## config.mk

```make
export PLATFORM = sky130hd
export DESIGN_NAME = opnd_addr_resolver
export DESIGN_NICKNAME = d
export VERILOG_FILES = /design/src/rtl/opnd_addr_pkg.sv /design/src/rtl/win_sum.sv /design/src/rtl/region_sel.sv /design/src/rtl/res_reg.sv /design/src/rtl/opnd_addr_resolver.sv
export SDC_FILE = /design/constraint.sdc
export NUM_CORES = 1
export LEC_CHECK = 0
export BUFFER_PORTS_ARGS = -buffer_cell sky130_fd_sc_hd__buf_2
export CAP_MARGIN = 10
export CORE_MARGIN = 3
export CORE_UTILIZATION = 50
export CTS_CLUSTER_DIAMETER = 50
export CTS_CLUSTER_SIZE = 40
export DETAILED_ROUTE_END_ITERATION = 7
export GPL_TIMING_DRIVEN = 0
export PLACE_DENSITY = 0.75
export SYNTH_ARGS = -nofsm -noshare
export SYNTH_HDL_FRONTEND = slang
export SYNTH_HIERARCHICAL = 1
export SYNTH_SLANG_ARGS = --single-unit
export TNS_END_PERCENT = 10
```

## constraint.sdc

```tcl
create_clock -name clk -period 0.8 [get_ports clk]
set_input_delay 0.08 -clock clk [delete_from_list [all_inputs] [get_ports clk]]
set_output_delay 0.08 -clock clk [all_outputs]
set_load 0.1 [all_outputs]
```

## src/rtl/opnd_addr_pkg.sv

```systemverilog
package opnd_addr_pkg;
  typedef enum logic [2:0] {
    RG_WIN  = 3'd0,
    RG_LOW  = 3'd1,
    RG_MID  = 3'd2,
    RG_SFR  = 3'd3,
    RG_BANK = 3'd4
  } region_t;
endpackage

```

## src/rtl/win_sum.sv

```systemverilog
module win_sum #(
  parameter int AW  = 12,
  parameter int OPW = 8
) (
  input  logic [AW-1:0]  base,
  input  logic [OPW-1:0] off,
  output logic [AW-1:0]  sum
);
  localparam int PADW = AW - OPW;

  // truncation to AW bits gives the modulo-2^AW wrap
  always_comb begin
    sum = base + {{PADW{1'b0}}, off};
  end
endmodule

```

## src/rtl/region_sel.sv

```systemverilog
module region_sel
  import opnd_addr_pkg::*;
#(
  parameter int OPW       = 8,
  parameter int BANKW     = 4,
  parameter int WIN_SIZE  = 96,
  parameter int SFR_START = 128
) (
  input  logic [OPW-1:0]       opnd,
  input  logic                 use_bank,
  input  logic                 ext_en,
  input  logic [BANKW-1:0]     bank,
  input  logic [BANKW+OPW-1:0] win_addr,
  output logic [BANKW+OPW-1:0] nxt_addr,
  output region_t              nxt_region
);
  localparam logic [OPW-1:0] WIN_HI = OPW'(WIN_SIZE);
  localparam logic [OPW-1:0] SFR_LO = OPW'(SFR_START);

  // priority: banked, then SFR, then middle, then window/low
  always_comb begin
    nxt_addr   = {{BANKW{1'b0}}, opnd};
    nxt_region = RG_LOW;
    if (use_bank) begin
      nxt_addr   = {bank, opnd};
      nxt_region = RG_BANK;
    end else if (opnd >= SFR_LO) begin
      nxt_addr   = {{BANKW{1'b1}}, opnd};
      nxt_region = RG_SFR;
    end else if (opnd >= WIN_HI) begin
      nxt_addr   = {{BANKW{1'b0}}, opnd};
      nxt_region = RG_MID;
    end else if (ext_en) begin
      nxt_addr   = win_addr;
      nxt_region = RG_WIN;
    end
  end
endmodule

```

## src/rtl/res_reg.sv

```systemverilog
module res_reg #(
  parameter int W = 8
) (
  input  logic         clk,
  input  logic         rst_n,
  input  logic         en,
  input  logic [W-1:0] d,
  output logic [W-1:0] q
);
  logic [W-1:0] q_nxt;

  always_comb begin
    q_nxt = q;
    if (en) q_nxt = d;
  end

  always_ff @(posedge clk or negedge rst_n) begin
    if (!rst_n) q <= '0;
    else        q <= q_nxt;
  end
endmodule

```

## src/rtl/opnd_addr_resolver.sv

```systemverilog
module opnd_addr_resolver
  import opnd_addr_pkg::*;
#(
  parameter int OPW       = 8,
  parameter int BANKW     = 4,
  parameter int WIN_SIZE  = 96,
  parameter int SFR_START = 128
) (
  input  logic                 clk,
  input  logic                 rst_n,
  input  logic                 in_vld,
  input  logic [OPW-1:0]       opnd,
  input  logic                 use_bank,
  input  logic [BANKW-1:0]     bank,
  input  logic [BANKW+OPW-1:0] ptr,
  input  logic                 ext_en,
  output logic                 out_vld,
  output logic [BANKW+OPW-1:0] addr,
  output logic [2:0]           region
);
  localparam int AW = BANKW + OPW;
  localparam int RW = 3;

  logic [AW-1:0] win_addr;
  logic [AW-1:0] nxt_addr;
  region_t       nxt_region;
  logic          vld_nxt;

  win_sum #(.AW(AW), .OPW(OPW)) u_sum (
    .base (ptr),
    .off  (opnd),
    .sum  (win_addr)
  );

  region_sel #(
    .OPW(OPW), .BANKW(BANKW), .WIN_SIZE(WIN_SIZE), .SFR_START(SFR_START)
  ) u_sel (
    .opnd       (opnd),
    .use_bank   (use_bank),
    .ext_en     (ext_en),
    .bank       (bank),
    .win_addr   (win_addr),
    .nxt_addr   (nxt_addr),
    .nxt_region (nxt_region)
  );

  res_reg #(.W(AW)) u_areg (
    .clk (clk), .rst_n (rst_n), .en (in_vld), .d (nxt_addr), .q (addr)
  );

  res_reg #(.W(RW)) u_rreg (
    .clk (clk), .rst_n (rst_n), .en (in_vld), .d (RW'(nxt_region)), .q (region)
  );

  always_comb begin
    vld_nxt = in_vld;
  end

  always_ff @(posedge clk or negedge rst_n) begin
    if (!rst_n) out_vld <= 1'b0;
    else        out_vld <= vld_nxt;
  end

  // output timing
  assert_vld_rise_R7: assert property (@(posedge clk) disable iff (!rst_n)
    in_vld |=> out_vld);
  assert_vld_drop_R7: assert property (@(posedge clk) disable iff (!rst_n)
    !in_vld |=> !out_vld);
  assert_hold_R7: assert property (@(posedge clk) disable iff (!rst_n)
    !in_vld |=> ($stable(addr) && $stable(region)));

  // banked access takes the bank number as the upper bits
  assert_banked_R5: assert property (@(posedge clk) disable iff (!rst_n)
    (in_vld && use_bank) |=>
      (region == 3'd4 && addr == {$past(bank), $past(opnd)}));

  // region codes agree with the address range they report
  assert_sfr_top_R4: assert property (@(posedge clk) disable iff (!rst_n)
    (out_vld && region == 3'd3) |-> (addr[AW-1:OPW] == {BANKW{1'b1}}));
  assert_mid_span_R3: assert property (@(posedge clk) disable iff (!rst_n)
    (out_vld && region == 3'd2) |->
      (addr >= AW'(WIN_SIZE) && addr < AW'(SFR_START)));
  assert_low_span_R2: assert property (@(posedge clk) disable iff (!rst_n)
    (out_vld && region == 3'd1) |-> (addr < AW'(WIN_SIZE)));
  assert_code_range_R1: assert property (@(posedge clk) disable iff (!rst_n)
    out_vld |-> (region <= 3'd4));
endmodule

```

### Word-level counts from Yosys, hierarchy flattened

Index checks and enable logic that the tools add are counted.

* shift operators: 0
* eq/ne operators: 0
* magnitude comparators: 2
* add/subtract/negate cells: 1
* reductions and logical operators: 0
* mux-type cells: 8
* bitwise gates (word level): 0
* divide/modulo/power cells: 0
* multiply operators: 0

Operators by type and width (count)
* $mux W12: 4
* $add A12 B8 Y12: 1
* $mux W3: 3
* $ge A8 B7 Y1 const B: 1
* $ge A8 B8 Y1 const B: 1
* $mux W1: 1

* bits in read-only memories: 0
* input bits: 29
* logic and storage cells: 14
* bits in latches: 0
* output and inout bits: 16
* memories kept: 0
* register bits: 16
* bits in writable memories: 0

### Logic depth before layout (Yosys ltp)

Gate-level depths: netlist of the first run.

* depth in word-level cells: 5
* mapped depth: 9
* mapped depth without buffers: 9

### Cells and area by module

The synthesis of the first run kept the hierarchy.

Modules (own cells, without submodules)
* win_sum: area an instance 516.7 um2, seq. area each 0.0 um2, cells an instance 69, instances 1
* res_reg at u_areg: area an instance 484.2 um2, seq. area each 300.3 um2, cells an instance 25, instances 1
* region_sel: area an instance 214.0 um2, seq. area each 0.0 um2, cells an instance 30, instances 1
* res_reg at u_rreg: area an instance 108.9 um2, seq. area each 75.1 um2, cells an instance 6, instances 1
* opnd_addr_resolver: area an instance 25.0 um2, seq. area each 25.0 um2, cells an instance 1, instances 1

### Least setup slack after synthesis of the first run

No wires, ideal clock.

* path type: in2reg
* start: in ptr[0]
* end: reg u_areg.q[6]
* arrival time: 1.871 ns
* required time: 0.674 ns
* slack: -1.197 ns
* library setup time: 0.126 ns
* stages: 8
* path through: ha_1 > fa_1 > a211oi_2 > o21bai_1 > a211oi_1 > a21oi_1 > mux2_2 > mux2_4

* longest elaborated chain between the ends: 5

RTL lines
* start: declaration: RTL line opnd_addr_resolver.sv:15 `input logic [BANKW+OPW-1:0] ptr,`
* $add A12 B8 Y12: RTL line win_sum.sv:13 `sum = base + {{PADW{1'b0}}, off};`
* net win_addr[6]: RTL line opnd_addr_resolver.sv:24 `logic [AW-1:0] win_addr;`
* $mux W12: RTL line region_sel.sv:33 `end else if (ext_en) begin`
* $mux W12: RTL line region_sel.sv:30 `end else if (opnd >= WIN_HI) begin`
* $mux W12: RTL line region_sel.sv:27 `end else if (opnd >= SFR_LO) begin`
* $mux W12: RTL line region_sel.sv:24 `if (use_bank) begin`
* net nxt_addr[6]: RTL line opnd_addr_resolver.sv:25 `logic [AW-1:0] nxt_addr;`
* end signal: assignment: RTL line res_reg.sv:19 `else q <= q_nxt;`
* end: declaration: RTL line res_reg.sv:8 `output logic [W-1:0] q`

The timed path passes the listed nets, and every way through them passes these cells.
A chain may end at the register's enable or synchronous reset.

### Worst setup path after layout of the first run

Ends and elaborated chain as after synthesis.

==> results by group, run 1 <==
Finish
  • # fillers: 132
  • Commonest non-fill, non-tap cell in the layout: buf_2
  • Layout cells sized above 1: 58.38%
  • Design area: 0.002107 sq mm
  • Register area: 400.4 sq um
  • Diodes inserted: 0
  • Most frequent cells in the layout: 26 x buf_2, 16 x dfrtp_1, 14 x buf_12
  • Area of the multi-input gates: 0.001067 sq mm
  • Area grow syn2layout: 56.22%
  • Post-layout nets: 224

Logic synthesis
  • Sequential share of the synthesized area: 29.68%
  • EDFF count, synth: 0
  • Synth top area cells: dfrtp_1 30%, mux2_4 11%, mux2_2 10%
  • Area share of the largest cell type after synthesis: 29.68%
  • Syn Area/Cell: 10.30 sq um
  • FF+latch count, synth: 16
  • Yosys top cell by area: dfrtp_1
  • Mapped Cells: 131
  • Synth unique cells: 39
  • Area of the mapped netlist: 0.001349 sq mm
  • Top FF cell, synth: dfrtp_1
  • Fraction of registers with async set or reset after synthesis: 100.0%
  • Synthesized Nets: 169
  • Yosys warning count: 6

Run
  • Max Cap Viol: 0

Detailed routing
  • Final ANT Viol Nets: 0
  • Via count: 1,298
  • Detailed-route vias per instance: 6.037
  • Iteration count of the initial detailed-routing pass: 4
  • WL/cell: 19.44 um
  • WL final: 4.180 mm
  • 1st-iter DRT viols: 59
  • DRC violations left: 0

CTS
  • Htree depth: 1
  • Skew-Pair Late Insertion Delay: 0.29 ns
  • Clock Tree Buf Depth: 2
  • Root Driver: clkbuf_4
  • TritonCTS Buffers: 3
  • CTS Sinks: 16
  • CTS clock-pin slew for the worst setup and hold paths: 0.09 ns
  • CTS tree: yes

Floorplanning
  • Die W: 57.94 um
  • Core area: 0.002522 sq mm
  • # IOs: 45
  • Initial Util: 53.47%
  • Die area: 0.003357 sq mm
  • Chip Height: 57.94 um
  • Site Rows: 18

Place
  • Place WS: -1.328 ns
  • Routability Congestion: 0.7977
  • Placement Cell Area: 0.001622 sq mm
  • Hpwl dp: 2.513 mm
  • Port-buffer cells: 44

Timing
  • Worst Tran Pin Value: 0.3887 ns
  • RSZ-0062 raised after global routing: true
  • FMAX: 546.8 MHz
  • Final setup margin: -1.029 ns
  • Max-slew violations: 0
  • Final Cycle Share: 228.6%
  • Final setup violation count: 29
  • Fin. Hold Viols: 0
  • Setup TNS: -11.10 ns
  • Clk_skew: 0 ns
  • Min cycle time layout: 1.829 ns
  • Slew margin rel.: 73.85%

Worst setup path
  • Crit path required time: 0.98 ns
  • Crit path kind: in2reg
  • Critical path peak fanout: 2
  • Endpoint class of the critical path: register
  • Worst path top cell family by delay: compound AO/OA/AOI/OAI gates
  • Max incr delay on CP: 0.39 ns
  • Most used cell, CP: mux2_4
  • Slowest-stage cell, CP: fa_2
  • CP Launch Type: input port
  • Crit path DAT: 2.01 ns
  • CP Cell Sequence: buf_6 -> ha_4 -> fa_2 -> a211oi_4 -> o21bai_2 -> a211oi_2 -> a21oi_1 -> mux2_4 -> mux2_4
  • Worst path buffer plus inverter count: 1

Pwr
  • VDD IR-drop max: 0.001674 V
  • Power, Total: 3.738 mW
  • Power Density: 1774 mW/mm^2
  • Leakage: 0.9557 nW

Global routing
  • Vias in the first global route: 1,259
  • GRT Residual Overflow: 0
  • Initial antenna violation count: 0
  • Largest net degree at the start of global routing: 17
  • First-pass GRT wire length: 5.940 mm
  • All-layer global routing usage: 23.11%

Outcome
  • Outcome: finished, violations left
  • Violated checks: setup timing

Min path
  • Worst min path class: in2reg
## path summary, 6_finish.rpt
kind	cells past startpoint	to	start	slack (ns)
setup reg to reg	1	u_areg/q[3]	u_areg/q[3]	-0.04
hold reg to reg	1	u_rreg/q[2]	u_rreg/q[2]	0.59
hold / removal	2	u_rreg/q[2]	in_vld	0.17
max in group asynchronous	2	out_vld	rst_n	0.30
min in group asynchronous	2	u_areg/q[10]	rst_n	0.24
setup / recovery	9	u_areg/q[6]	ptr[0]	-1.03
## cell families (layout without fill, tap and decap cells)
group           after synthesis  in the layout  synth area share (%)
buf+inv                       8             62                 3.618
compound gates               33             33                 18.27
xor+xnor                      6              6                 3.896
fa+ha+maj                     9              9                 8.906
simple gates                 37             37                 14.47
flops                        16             16                 29.68
mux                          22             22                 21.15
## cells in the mapped netlist (2+ instances only)
| library cell | n |
|---|---|
| buf_6 | 2 |
| xnor2_1 | 5 |
| nor2_1 | 9 |
| o21bai_1 | 3 |
| a211oi_2 | 2 |
| o21ai_0 | 2 |
| ha_1 | 8 |
| a211oi_1 | 2 |
| nor2b_1 | 4 |
| a31oi_1 | 2 |
| nand2_1 | 11 |
| and3_1 | 2 |
| a21oi_1 | 10 |
| nand3_1 | 3 |
| mux2_2 | 12 |
| o21ai_2 | 2 |
| dfrtp_1 | 16 |
| inv_1 | 5 |
| nand4_1 | 2 |
| mux2_4 | 10 |
## final cells by class
type	count	share of cell area [%]
tap	30	1.781
multi-input combinational	107	50.65
clock buffer	4	1.722
sequential	16	19.00
timing repair buffer	50	24.52
buffer	3	1.425
inverter	5	0.8907
## report_power, final
part | internal, mW | switching [mW]
Combinational | 0.887 | 1.29
Clock | 0.277 | 0.252
Sequential | 0.906 | 0.121
Total | 2.07 | 1.67
## state kept, by name, indices dropped and copies added, names as in the netlist
register  count
u_rreg/q      3
out_vld       1
u_areg/q     12
## timing repair
action / CTS / global route
setup endpoints to repair: 28 / 31
buffers inserted: 3 / 1
endpoints found under the hold margin: 17 / 0
hold buffers: 2 / 0
pin swaps: 9 / 9
resized for setup: 78 / 17
## per-stage QoR
step / cells / utilization [%] / hold slack [ns]
4_1_cts: 214 / 79.41 / 0.1525
5_1_grt: 215 / 83.53 / 0.1681
3_3_place_gp: 205 / 64.29 / -0.003308
6_report: 215 / 83.53 / 0.1729
3_5_place_dp: 205 / 64.29 / 0.002899
2_1_floorplan: 131 / - / -0.2156
## metal layers
layer	vias up	track usage (%)	wire length, um
li1	593	-	-
met1	620	27.95	1536
met2	75	40.16	2204
met3	10	5.791	318
met4	0	7.285	121
met5	-	0	0
Power figures use the tool's default switching activity.
==> inputs of run 2 (changes only) <==
Settings changed: CTS_BUF_LIST set to sky130_fd_sc_hd__clkbuf_8.
Clock period 0.8 ns to 1.9 ns, I/O delays scaled along.
==> results by group, run 2 (same netlist as run 1, synthesis figures left out) <==
Outcome
  • Outcome: finished clean

Finish
  • Layout cells sized above 1: 49.17%
  • Max FFs per register: 12
  • Most frequent cells in the layout: 42 x buf_2, 16 x dfrtp_1, 12 x mux2_2
  • Biggest regs: u_areg/q: 12 flops, u_rreg/q: 3 flops, out_vld: 1 flops
  • Post-layout nets: 221
  • Design area: 0.001717 sq mm
  • Diodes inserted: 0
  • Non-filler cells, final: 211
  • Area grow syn2layout: 27.27%
  • # fillers: 204
  • Register area: 400.4 sq um
  • Area of the multi-input gates: 930.9 sq um
  • Commonest non-fill, non-tap cell in the layout: buf_2
  • Most flops, register: u_areg/q

Worst setup path
  • R2R setup slack: 1.13 ns
  • Endpoint class of the critical path: register
  • FF-to-FF path depth: 1
  • Crit path required time: 2.08 ns
  • Critical path peak fanout: 4
  • Reg2reg start: u_areg/q[0]
  • Setup crit start: opnd[0]
  • R2r endpoint: u_areg/q[0]
  • CP Launch Type: input port
  • Crit path DAT: 2.08 ns
  • Crit path kind: in2reg

Detailed routing
  • WL/cell: 15.04 um
  • Iteration count of the initial detailed-routing pass: 4
  • 1st-iter DRT viols: 41
  • Via count: 1,199
  • Detailed-route vias per instance: 5.682
  • Final ANT Viol Nets: 0
  • DRC violations left: 0
  • WL final: 3.174 mm

CTS
  • CTS clock-pin slew for the worst setup and hold paths: 0.06 ns
  • CTS tree: yes
  • Clock Tree Buf Depth: 2
  • TritonCTS Buffers: 3
  • Root Driver: clkbuf_8
  • CTS Sinks: 16
  • Htree depth: 1
  • Skew-Pair Late Insertion Delay: 0.24 ns

Global routing
  • Largest net degree at the start of global routing: 17
  • Initial antenna violation count: 0
  • GRT Residual Overflow: 0
  • All-layer global routing usage: 19.74%
  • First-pass GRT wire length: 5.216 mm
  • Vias in the first global route: 1,227

Min path
  • Worst min path class: in2reg
  • Hold Path Origin: in_vld
  • Hold endpoint: out_vld
  • Hold Path Stages: 1

Timing
  • Worst Tran Pin Value: 0.4933 ns
  • Setup TNS: 0 ns
  • Slew margin rel.: 67.34%
  • Fin. Hold Viols: 0
  • RSZ-0062 raised after global routing: true
  • FMAX: 527.9 MHz
  • Final setup violation count: 0
  • Final Cycle Share: 99.70%
  • Min cycle time layout: 1.894 ns
  • Max-slew violations: 0
  • Clk_skew: 0 ns
  • Final setup margin: 0.005607 ns

Floorplanning
  • Die area: 0.003357 sq mm
  • Chip Height: 57.94 um
  • Initial Util: 53.47%
  • Die W: 57.94 um
  • Core area: 0.002522 sq mm
  • Site Rows: 18
  • # IOs: 45

Pwr
  • VDD IR-drop max: 0.0008445 V
  • Power, Total: 1.354 mW
  • Power Density: 788.7 mW/mm^2
  • Leakage: 0.8305 nW

Run
  • Max Cap Viol: 0

Place
  • Hpwl dp: 2.543 mm
  • Place WS: -0.3625 ns
  • Inst Count DP: 205
  • Routability Congestion: 0.8112
  • Port-buffer cells: 44
  • Placement Cell Area: 0.001622 sq mm
-- run 2: changes by cell type in the layout (fill, tap and decap cells not counted), moves of 4 or more --
cell,change
buf_2,+16
buf_12,-14
a21oi_1,+6
a21oi_2,-4
ha_1,+4
-- run 2: how the worst max path moves through the flow --
stage | endpoint | depth (start not counted) | slack [ns]
after global placement | u_areg/q[8] | 10 | -0.31
final | u_areg/q[8] | 10 | 0.006
after global routing | u_areg/q[8] | 10 | -0.06
after detailed placement | u_areg/q[8] | 10 | -0.36
after CTS | u_areg/q[8] | 10 | 0.003
after floorplan | u_areg/q[6] | 8 | -0.004
-- run 2: final cells by class --
cell class	instances	area share, %
buffer	3	1.749
inverter	5	1.093
timing repair buffer	47	15.01
clock buffer	3	2.405
tap	30	2.187
sequential	16	23.32
multi-input combinational	107	54.23
-- run 2: critical path: stages --
cell       delay (ns)
buf_6            0.10
ha_4             0.16
fa_2             0.37
a211oi_4         0.27
o21ai_2          0.12
a2111oi_2        0.29
nand4b_1         0.18
nand2_1          0.08
a21oi_2          0.17
mux2_4           0.16
-- run 2: where the power goes --
part	switching, mW	total (mW)	internal, mW	leakage [nW]
registers	0.0211	0.403	0.382	0.186
clock network	0.102	0.242	0.140	0.0216
logic	0.498	0.709	0.211	0.623
-- run 2: metal layers --
layer	global-route usage [%]	up-vias	part of all wire (%)
li1	-	588	-
met5	0	-	0
met1	23.27	565	43
met2	35.65	44	49
met4	7.285	0	0.88
met3	3.341	2	6.7
-- run 2: metrics by stage --
step / hold slack (ns) / util [%]
after floorplan: -0.1056 / -
after global placement: 0.1050 / 64.29
after detailed placement: 0.1222 / 64.29
after CTS: 0.1500 / 67.56
after global routing: 0.1502 / 68.06
final: 0.1571 / 68.06
-- run 2: what timing repair did --
item,4_1_cts,5_1_grt
hold endpoints to repair,16,0
hold buffers,1,0
gates cloned,0,0
setup buffers,2,0
gates resized for setup,3,2
pin swaps,4,2
setup endpoints to repair,1,4
